===== src/rtl/booth_mul_pkg.sv =====
package booth_mul_pkg;
  typedef enum logic [1:0] {
    STEP_SKIP = 2'd0,
    STEP_ADD  = 2'd1,
    STEP_SUB  = 2'd2
  } step_op_e;
endpackage


===== src/rtl/booth_recode.sv =====
module booth_recode
  import booth_mul_pkg::*;
(
  input  logic     mode_signed,
  input  logic     cur_bit,
  input  logic     right_bit,
  output step_op_e op
);
  always_comb begin
    op = STEP_SKIP;
    if (mode_signed) begin
      // pair (current, right): 10 -> subtract, 01 -> add
      unique case ({cur_bit, right_bit})
        2'b10:   op = STEP_SUB;
        2'b01:   op = STEP_ADD;
        default: op = STEP_SKIP;
      endcase
    end else if (cur_bit) begin
      op = STEP_ADD;
    end
  end
endmodule


===== src/rtl/booth_addsub.sv =====
module booth_addsub
  import booth_mul_pkg::*;
#(
  parameter int WIDTH = 32
) (
  input  logic             mode_signed,
  input  step_op_e         op,
  input  logic [WIDTH-1:0] upper,
  input  logic [WIDTH-1:0] mcand,
  output logic [WIDTH:0]   sum
);
  logic [WIDTH:0] upper_x;
  logic [WIDTH:0] mcand_x;

  // one extra bit so the sign (signed) or carry (unsigned) survives the shift
  assign upper_x = {mode_signed & upper[WIDTH-1], upper};
  assign mcand_x = {mode_signed & mcand[WIDTH-1], mcand};

  always_comb begin
    unique case (op)
      STEP_ADD: sum = upper_x + mcand_x;
      STEP_SUB: sum = upper_x - mcand_x;
      default:  sum = upper_x;
    endcase
  end
endmodule


===== src/rtl/booth_seq_ctrl.sv =====
module booth_seq_ctrl #(
  parameter int WIDTH = 32
) (
  input  logic clk,
  input  logic rst,
  input  logic start_i,
  output logic load,
  output logic busy,
  output logic last,
  output logic done_o
);
  localparam int CW = (WIDTH > 1) ? $clog2(WIDTH) : 1;
  localparam logic [CW-1:0] LAST_STEP = CW'(WIDTH - 1);

  logic [CW-1:0] step_cnt;

  assign load = start_i & ~busy;
  assign last = busy & (step_cnt == LAST_STEP);

  always_ff @(posedge clk) begin
    if (rst) begin
      busy     <= 1'b0;
      step_cnt <= '0;
      done_o   <= 1'b0;
    end else begin
      done_o <= last;
      if (load) begin
        busy     <= 1'b1;
        step_cnt <= '0;
      end else if (busy) begin
        step_cnt <= step_cnt + 1'b1;
        if (last) busy <= 1'b0;
      end
    end
  end
endmodule


===== src/rtl/booth_mul_seq.sv =====
module booth_mul_seq
  import booth_mul_pkg::*;
#(
  parameter int WIDTH = 32
) (
  input  logic             clk,
  input  logic             rst,
  input  logic             start_i,
  input  logic             signed_i,
  input  logic [WIDTH-1:0] mcand_i,
  input  logic [WIDTH-1:0] mplier_i,
  output logic [WIDTH-1:0] hi_o,
  output logic [WIDTH-1:0] lo_o,
  output logic             done_o
);
  logic             load, busy, last;
  logic [WIDTH-1:0] acc_hi, acc_lo;
  logic             guard;
  logic [WIDTH-1:0] mcand_q;
  logic             mode_q;
  step_op_e         op;
  logic [WIDTH:0]   sum;
  logic [WIDTH-1:0] nxt_hi, nxt_lo;

  booth_seq_ctrl #(.WIDTH(WIDTH)) u_ctrl (
    .clk(clk), .rst(rst), .start_i(start_i),
    .load(load), .busy(busy), .last(last), .done_o(done_o)
  );

  booth_recode u_rec (
    .mode_signed(mode_q), .cur_bit(acc_lo[0]), .right_bit(guard), .op(op)
  );

  booth_addsub #(.WIDTH(WIDTH)) u_as (
    .mode_signed(mode_q), .op(op), .upper(acc_hi), .mcand(mcand_q), .sum(sum)
  );

  // shift of {sum, acc_lo, guard} right by one; top bit of sum fills in
  assign nxt_hi = sum[WIDTH:1];
  assign nxt_lo = {sum[0], acc_lo[WIDTH-1:1]};

  always_ff @(posedge clk) begin
    if (rst) begin
      acc_hi  <= '0;
      acc_lo  <= '0;
      guard   <= 1'b0;
      mcand_q <= '0;
      mode_q  <= 1'b0;
      hi_o    <= '0;
      lo_o    <= '0;
    end else begin
      if (load) begin
        acc_hi  <= '0;
        acc_lo  <= mplier_i;
        guard   <= 1'b0;
        mcand_q <= mcand_i;
        mode_q  <= signed_i;
      end else if (busy) begin
        acc_hi <= nxt_hi;
        acc_lo <= nxt_lo;
        guard  <= acc_lo[0];
        if (last) begin
          hi_o <= nxt_hi;
          lo_o <= nxt_lo;
        end
      end
    end
  end
endmodule


===== config.mk =====
export PLATFORM = sky130hd
export DESIGN_NAME = booth_mul_seq
export DESIGN_NICKNAME = d
export VERILOG_FILES = /design/src/rtl/booth_mul_pkg.sv /design/src/rtl/booth_recode.sv /design/src/rtl/booth_addsub.sv /design/src/rtl/booth_seq_ctrl.sv /design/src/rtl/booth_mul_seq.sv
export SDC_FILE = /design/constraint.sdc
export NUM_CORES = 1
export LEC_CHECK = 0
export CAP_MARGIN = 20
export CORE_MARGIN = 2
export CORE_UTILIZATION = 41
export CTS_BUF_LIST = sky130_fd_sc_hd__clkbuf_16
export CTS_CLUSTER_DIAMETER = 60
export DETAILED_ROUTE_END_ITERATION = 10
export PLACE_DENSITY = 0.63
export SYNTH_ARGS = -nofsm -noshare
export SYNTH_HDL_FRONTEND = slang
export SYNTH_SLANG_ARGS = --single-unit

===== constraint.sdc =====
create_clock -name clk -period 9.57 [get_ports clk]
set_input_delay 1.914 -clock clk [delete_from_list [all_inputs] [get_ports clk]]
set_output_delay 1.914 -clock clk [all_outputs]
set_load 0.05 [all_outputs]

==> Word level (Yosys, flattened, before mapping) <==
Index checks and enable logic that the tools add are counted.
Widths: inputs -> output; s select.
{ "totals": {"output_inout_bits": 65, "regBits": 169, "elab_cells": 36, "inputBits": 68} }
{ "classes": {"muxes": 9, "add_sub_neg": 3, "reduce_logical": 3, "eq_ne": 5, "n_bitwise": 6} }
{ "ops": {"columns": ["op", "count"], "rows": [
  ["$pmux 33 s2", 1],
  ["$mux 32", 2],
  ["$add 33x33->33", 1],
  ["$sub 33x33->33", 1],
  ["$add 5x1->5 const B", 1],
  ["$eq 5x5->1 const B", 1],
  ["$and 1x1->1", 4],
  ["$eq 2x1->1 const B", 2],
  ["$eq 2x2->1 const B", 2],
  ["$mux 1", 4],
  ["$pmux 2 s2", 1],
  ["$reduce_and 3->1", 1],
  ["$mux 2", 1],
  ["$not 1->1", 2],
  ["$reduce_bool 2->1", 1],
  ["$reduce_or 2->1", 1]
]} }

==> Depth between registers and ports, before layout <==
{ "logic_depth": {"word_depth": 7, "ltp_mapped": 18, "depth_no_buf": 17} }

==> By module <==
From an unflattened synthesis, not the netlist that was laid out.
{ "hier_totals": {"cells_unflattened": 1121, "hier_area_um2": 9922.0} }
{ "by_module_without_submodules": {"columns": ["mod", "area_each_um2", "instances", "cells_per_inst"], "rows": [
  ["booth_mul_seq", 6685.2, 1, 634],
  ["booth_addsub", 2895.3, 1, 449],
  ["booth_seq_ctrl", 314.1, 1, 33],
  ["booth_recode", 27.5, 1, 5]
]} }

==> Worst setup path after synthesis <==
OpenSTA, ideal clock, no wires.
{ "synth_timing": {"path_type": "flip-flop to flip-flop", "start": "register mode_q", "end": "register hi_o[31]", "synth_period_minus_slack_ns": 3.711, "required_ns": 9.497, "path_buffers": 2, "slack_ns": 5.859, "path_stages_with_launch": 17, "t_arrival_ns": 3.638, "cell_sequence": "dfxtp_1 nand2_1 mux2_2 ha_1 buf_6 clkbuf_1 a21oi_1 xnor2_1 ha_1 a21oi_1 o211ai_1 a22oi_1 o22ai_1 o311ai_0 nand3b_1 or4_1 o211ai_2"} }
{ "synth_between": {"elab_chain_cells": 3} }
{ "synth_lines": {"columns": ["item", "line", "source"], "rows": [
  ["from (decl)", "booth_mul_seq.sv:20", "logic mode_q;"],
  ["from (signal assigned)", "booth_mul_seq.sv:57", "mode_q <= signed_i;"],
  ["$and 1x1->1, or another cell as far along", "booth_addsub.sv:16", "assign upper_x = {mode_signed & upper[WIDTH-1], upper};"],
  ["$sub 33x33->33, or another cell as far along", "booth_addsub.sv:22", "STEP_SUB: sum = upper_x - mcand_x;"],
  ["$pmux 33 s2 (*)", "booth_addsub.sv:20", "unique case (op)"],
  ["to (signal assigned)", "booth_mul_seq.sv:63", "hi_o <= nxt_hi;"],
  ["to (decl)", "booth_mul_seq.sv:12", "output logic [WIDTH-1:0] hi_o,"]
]} }
Every way passes the cells marked *; elsewhere a longest branch is shown, timed or not.
A chain may end at the register's enable or synchronous reset.

==> Worst setup path in the final report <==
{ "layout_timing": {"start": "register mcand_q[2]", "end": "register hi_o[31]"} }
{ "layout_between": {"elab_chain_cells": 2} }
{ "layout_lines": {"columns": ["item", "line", "source"], "rows": [
  ["from (decl)", "booth_mul_seq.sv:19", "logic [WIDTH-1:0] mcand_q;"],
  ["from (signal assigned)", "booth_mul_seq.sv:56", "mcand_q <= mcand_i;"],
  ["$sub 33x33->33 / $add 33x33->33 (equally long branches)", "booth_addsub.sv:22, booth_addsub.sv:21", null],
  ["$pmux 33 s2 (*)", "booth_addsub.sv:20", null]
]} }
Marked as above.

==> impl_metrics.ini <==
[synth]
synth_enable_flop_cells = 0
syn_inst = 1183
synth-async-reset-ratio = 0
syn_area_mm2 = 0.00918
ys_seq_area_frac = 0.369
synth_seq_cells = 169
synth_top_family_by_area = compound AO/OA/AOI/OAI gates
synthTopCellsByArea = dfxtp_1 (37%), a21oi_1 (9.8%), nand2_1 (7.2%)
synth_compound_area_frac = 0.212
synth_largest_area_cell = dfxtp_1
synth_warnings = 0
synth_cell_types = 69
synth_fa_ha_area_frac = 0.0513
synth_top_flop_cell = dfxtp_1
yosysTopAreaCellShare = 0.369
syn_avg_cell_area_um2 = 7.76
synthSimpleGateAreaFrac = 0.209
muxShareOfSynthArea = 0.0548
synthesis.nets = 1288
synth-xor-area-share = 0.0544

[global_route]
grt_usage = 0.202
grt_pass1_wl_um = 39100
grt_start_max_net_pins = 102
antenna_found_initial = 1
grt_pass1_vias = 7684
gr-total-overflow = 0

[floorplanning]
fp.dieW_um = 154
die_h_um = 154
placementRows = 54
io_pins = 133
floorplan.initialDensity = 0.419
coreArea_mm2 = 0.0219
die_area_mm2 = 0.0236

[setup_path]
worstPathRequired_ns = 9.94
critPathKind = reg2reg
startpoint_type = flop
end_kind = flop
crit_arrival_ns = 4.98
crit_fanout = 6

[finish]
diodes = 0
final_nets = 1366
syn_to_final_growth_pct = 21.0
drive_above_1_share = 0.0526
final_area_mm2 = 0.0111

[routing]
wl_per_cell_um = 15.4
drc = 0
antenna_left = 0
wirelength_um = 23900
drt_first_pass_iters = 5
drt-initial-drc-count = 602
via_per_inst = 5.30
num_vias = 8239

[power_and_ir_drop]
seqPwrFrac = 0.423
p_per_area_mw_per_mm2 = 162
p_int_w = 0.00123
comb_power_share = 0.207
p_sw_frac = 0.316
clkPwrFrac = 0.369
p_leak_nw = 4.13
ir_worst_vdd_v = 0.000120
switching_power_w = 0.000567

[placed_design]
post_dp_cell_area_mm2 = 0.0105
port_buffers = 132
gp_congestion = 0.949
hpwl_um = 16500

[clock_network]
cts-resized-gates = 0
clkLatencyLatePin_ns = 0.44
clock-root-buffer = clkbuf_16
cts_htree_levels = 4
clk_pin_slew_ns = 0.07
post-cts-setup-buffers = 0
cts.hold.buffers_added = 0
cts_made_buffers = 17
clk_path_buf_depth = 2
clock-sinks = 169
cts_tree = yes

[status]
status = complete, no violations

[sta]
period_share = 0.482
min_period_ns = 4.62
timing.clock.skew_ns = 0.0146
finalSetupTns_ns = 0
rsz0062_at_grt = no
tightest_slew_ns = 1.11
fmax_mhz = 217
relSlewSlack = 0.261
hold_viol_final = 0
drv_slew = 0
setup_viol = 0

[worst_hold_path]
min_path_type = reg2reg

[run]
cap_violations = 0
cells in the mapped netlist (all sizes together), types with 2 or more instances:
| cell | instances |
|---|---|
| or4 | 5 |
| o21bai | 5 |
| o2111ai | 2 |
| clkbuf | 74 |
| and3 | 7 |
| inv | 23 |
| o22ai | 4 |
| buf | 8 |
| o211ai | 8 |
| nor4 | 4 |
| o31ai | 2 |
| or2 | 3 |
| a311oi | 5 |
| nor2 | 158 |
| dfxtp | 169 |
| nand3b | 6 |
| mux2 | 2 |
| nand2b | 7 |
| xor2 | 10 |
| or3 | 5 |
| a21oi | 181 |
| nand4 | 15 |
| nor2b | 10 |
| a21o | 11 |
| nand3 | 13 |
| o21ai | 51 |
| o311a | 2 |
| a31oi | 9 |
| a211oi | 37 |
| a211o | 2 |
| mux2i | 48 |
| and2 | 6 |
| xnor2 | 47 |
| ha | 36 |
| nor3 | 16 |
| nand2 | 175 |
worst max-delay path, stage by stage, from the launching register on:
cell	delay, ns
dfxtp_1	0.35
or3_2	0.56
nor4_1	0.75
a21oi_1	0.17
xnor2_1	0.17
ha_1	0.37
and2_1	0.20
nor3b_1	0.15
a22oi_1	0.36
o22ai_1	0.20
o311ai_0	0.46
nand3b_1	0.21
or4_1	0.52
o211ai_2	0.07
state kept, by name, indices dropped and copies added, names as in the netlist, 5 cells and up:
signal	cells
u_ctrl.step_cnt	5
lo_o	32
hi_o	32
acc_lo	32
acc_hi	32
mcand_q	32
metrics by stage:
step / hold slack, ns / cells / total power (W) / setup WS, ns / util
global route: 0.473 / 1554 / 0.00189 / 4.55 / 0.507
detailed placement: 0.446 / 1522 / 0.00114 / 5.08 / 0.482
finish: 0.455 / 1554 / 0.00180 / 4.95 / 0.507
global placement: 0.442 / 1522 / 0.00114 / 5.14 / 0.482
CTS: 0.456 / 1554 / 0.00181 / 5.04 / 0.507
floorplan: 0.440 / 1183 / 0.00105 / 5.86 / -
power groups by stage:
stage | logic, W | clock network (W) | registers, W
3_3_place_gp | 0.000366 | 0 | 0.000776
3_5_place_dp | 0.000367 | 0 | 0.000776
6_report | 0.000372 | 0.000664 | 0.000760
2_1_floorplan | 0.000284 | 0 | 0.000763
4_1_cts | 0.000370 | 0.000681 | 0.000760
5_1_grt | 0.000414 | 0.000711 | 0.000764
area by class of cell:
cell class,instances,area [um2]
sequential,169,3390
clock buffer,17,425
multi-input combinational,909,5340
fill,2189,10800
timing repair buffer,141,1380
clock inverter,15,135
tap,280,350
inverter,23,86.3
per-layer routing:
metal,vias to the layer above,share of wire,track usage
li1,4271,-,-
met2,172,0.45,0.318
met3,27,0.045,0.0383
met5,-,0.00046,0
met1,3767,0.49,0.283
met4,2,0.012,0.0568
cells by family after synthesis:
logic type,Yosys count
AND/OR/NAND/NOR,435
AO/OA/AOI/OAI,330
flip-flops,169
buffers and inverters,105
XOR/XNOR,57
multiplexers,50
adder cells (fa/ha/maj),37
worst paths after layout:
path | cells past startpoint | endpoint | from | slack (ns)
max reg2reg | 13 | hi_o[31] | mcand_q[2] | 4.95
min reg2reg | 2 | lo_o[18] | lo_o[18] | 0.46
min | 2 | lo_o[18] | lo_o[18] | 0.46
max | 13 | hi_o[31] | mcand_q[2] | 4.95
layout by cell type, fill, tap and decap left out, types with 3 or more instances in the layout:
| cell | synthesis | routed |
|---|---|---|
| or4_1 | 3 | 3 |
| xnor2_1 | 47 | 47 |
| inv_1 | 22 | 23 |
| nand2b_1 | 7 | 7 |
| a21oi_1 | 180 | 180 |
| ha_1 | 36 | 36 |
| a311oi_1 | 4 | 4 |
| dfxtp_1 | 169 | 168 |
| buf_4 | 0 | 10 |
| a211oi_1 | 37 | 37 |
| nand3_1 | 13 | 13 |
| o22ai_1 | 4 | 4 |
| inv_6 | 0 | 6 |
| nand3b_1 | 6 | 6 |
| clkdlybuf4s50_1 | 0 | 130 |
| o21bai_1 | 5 | 5 |
| or3_1 | 3 | 3 |
| or2_2 | 3 | 3 |
| o21ai_0 | 51 | 51 |
| nor2b_1 | 10 | 9 |
| xor2_1 | 10 | 10 |
| clkbuf_16 | 0 | 17 |
| a21o_1 | 11 | 11 |
| mux2i_1 | 48 | 48 |
| nor3_1 | 15 | 15 |
| and3_1 | 6 | 6 |
| nand4_1 | 15 | 15 |
| and2_1 | 5 | 4 |
| o211ai_1 | 7 | 7 |
| a31oi_1 | 9 | 9 |
| nor2_1 | 158 | 157 |
| nand2_1 | 175 | 175 |
| nor4_1 | 3 | 3 |
Power figures use the tool's default switching activity.
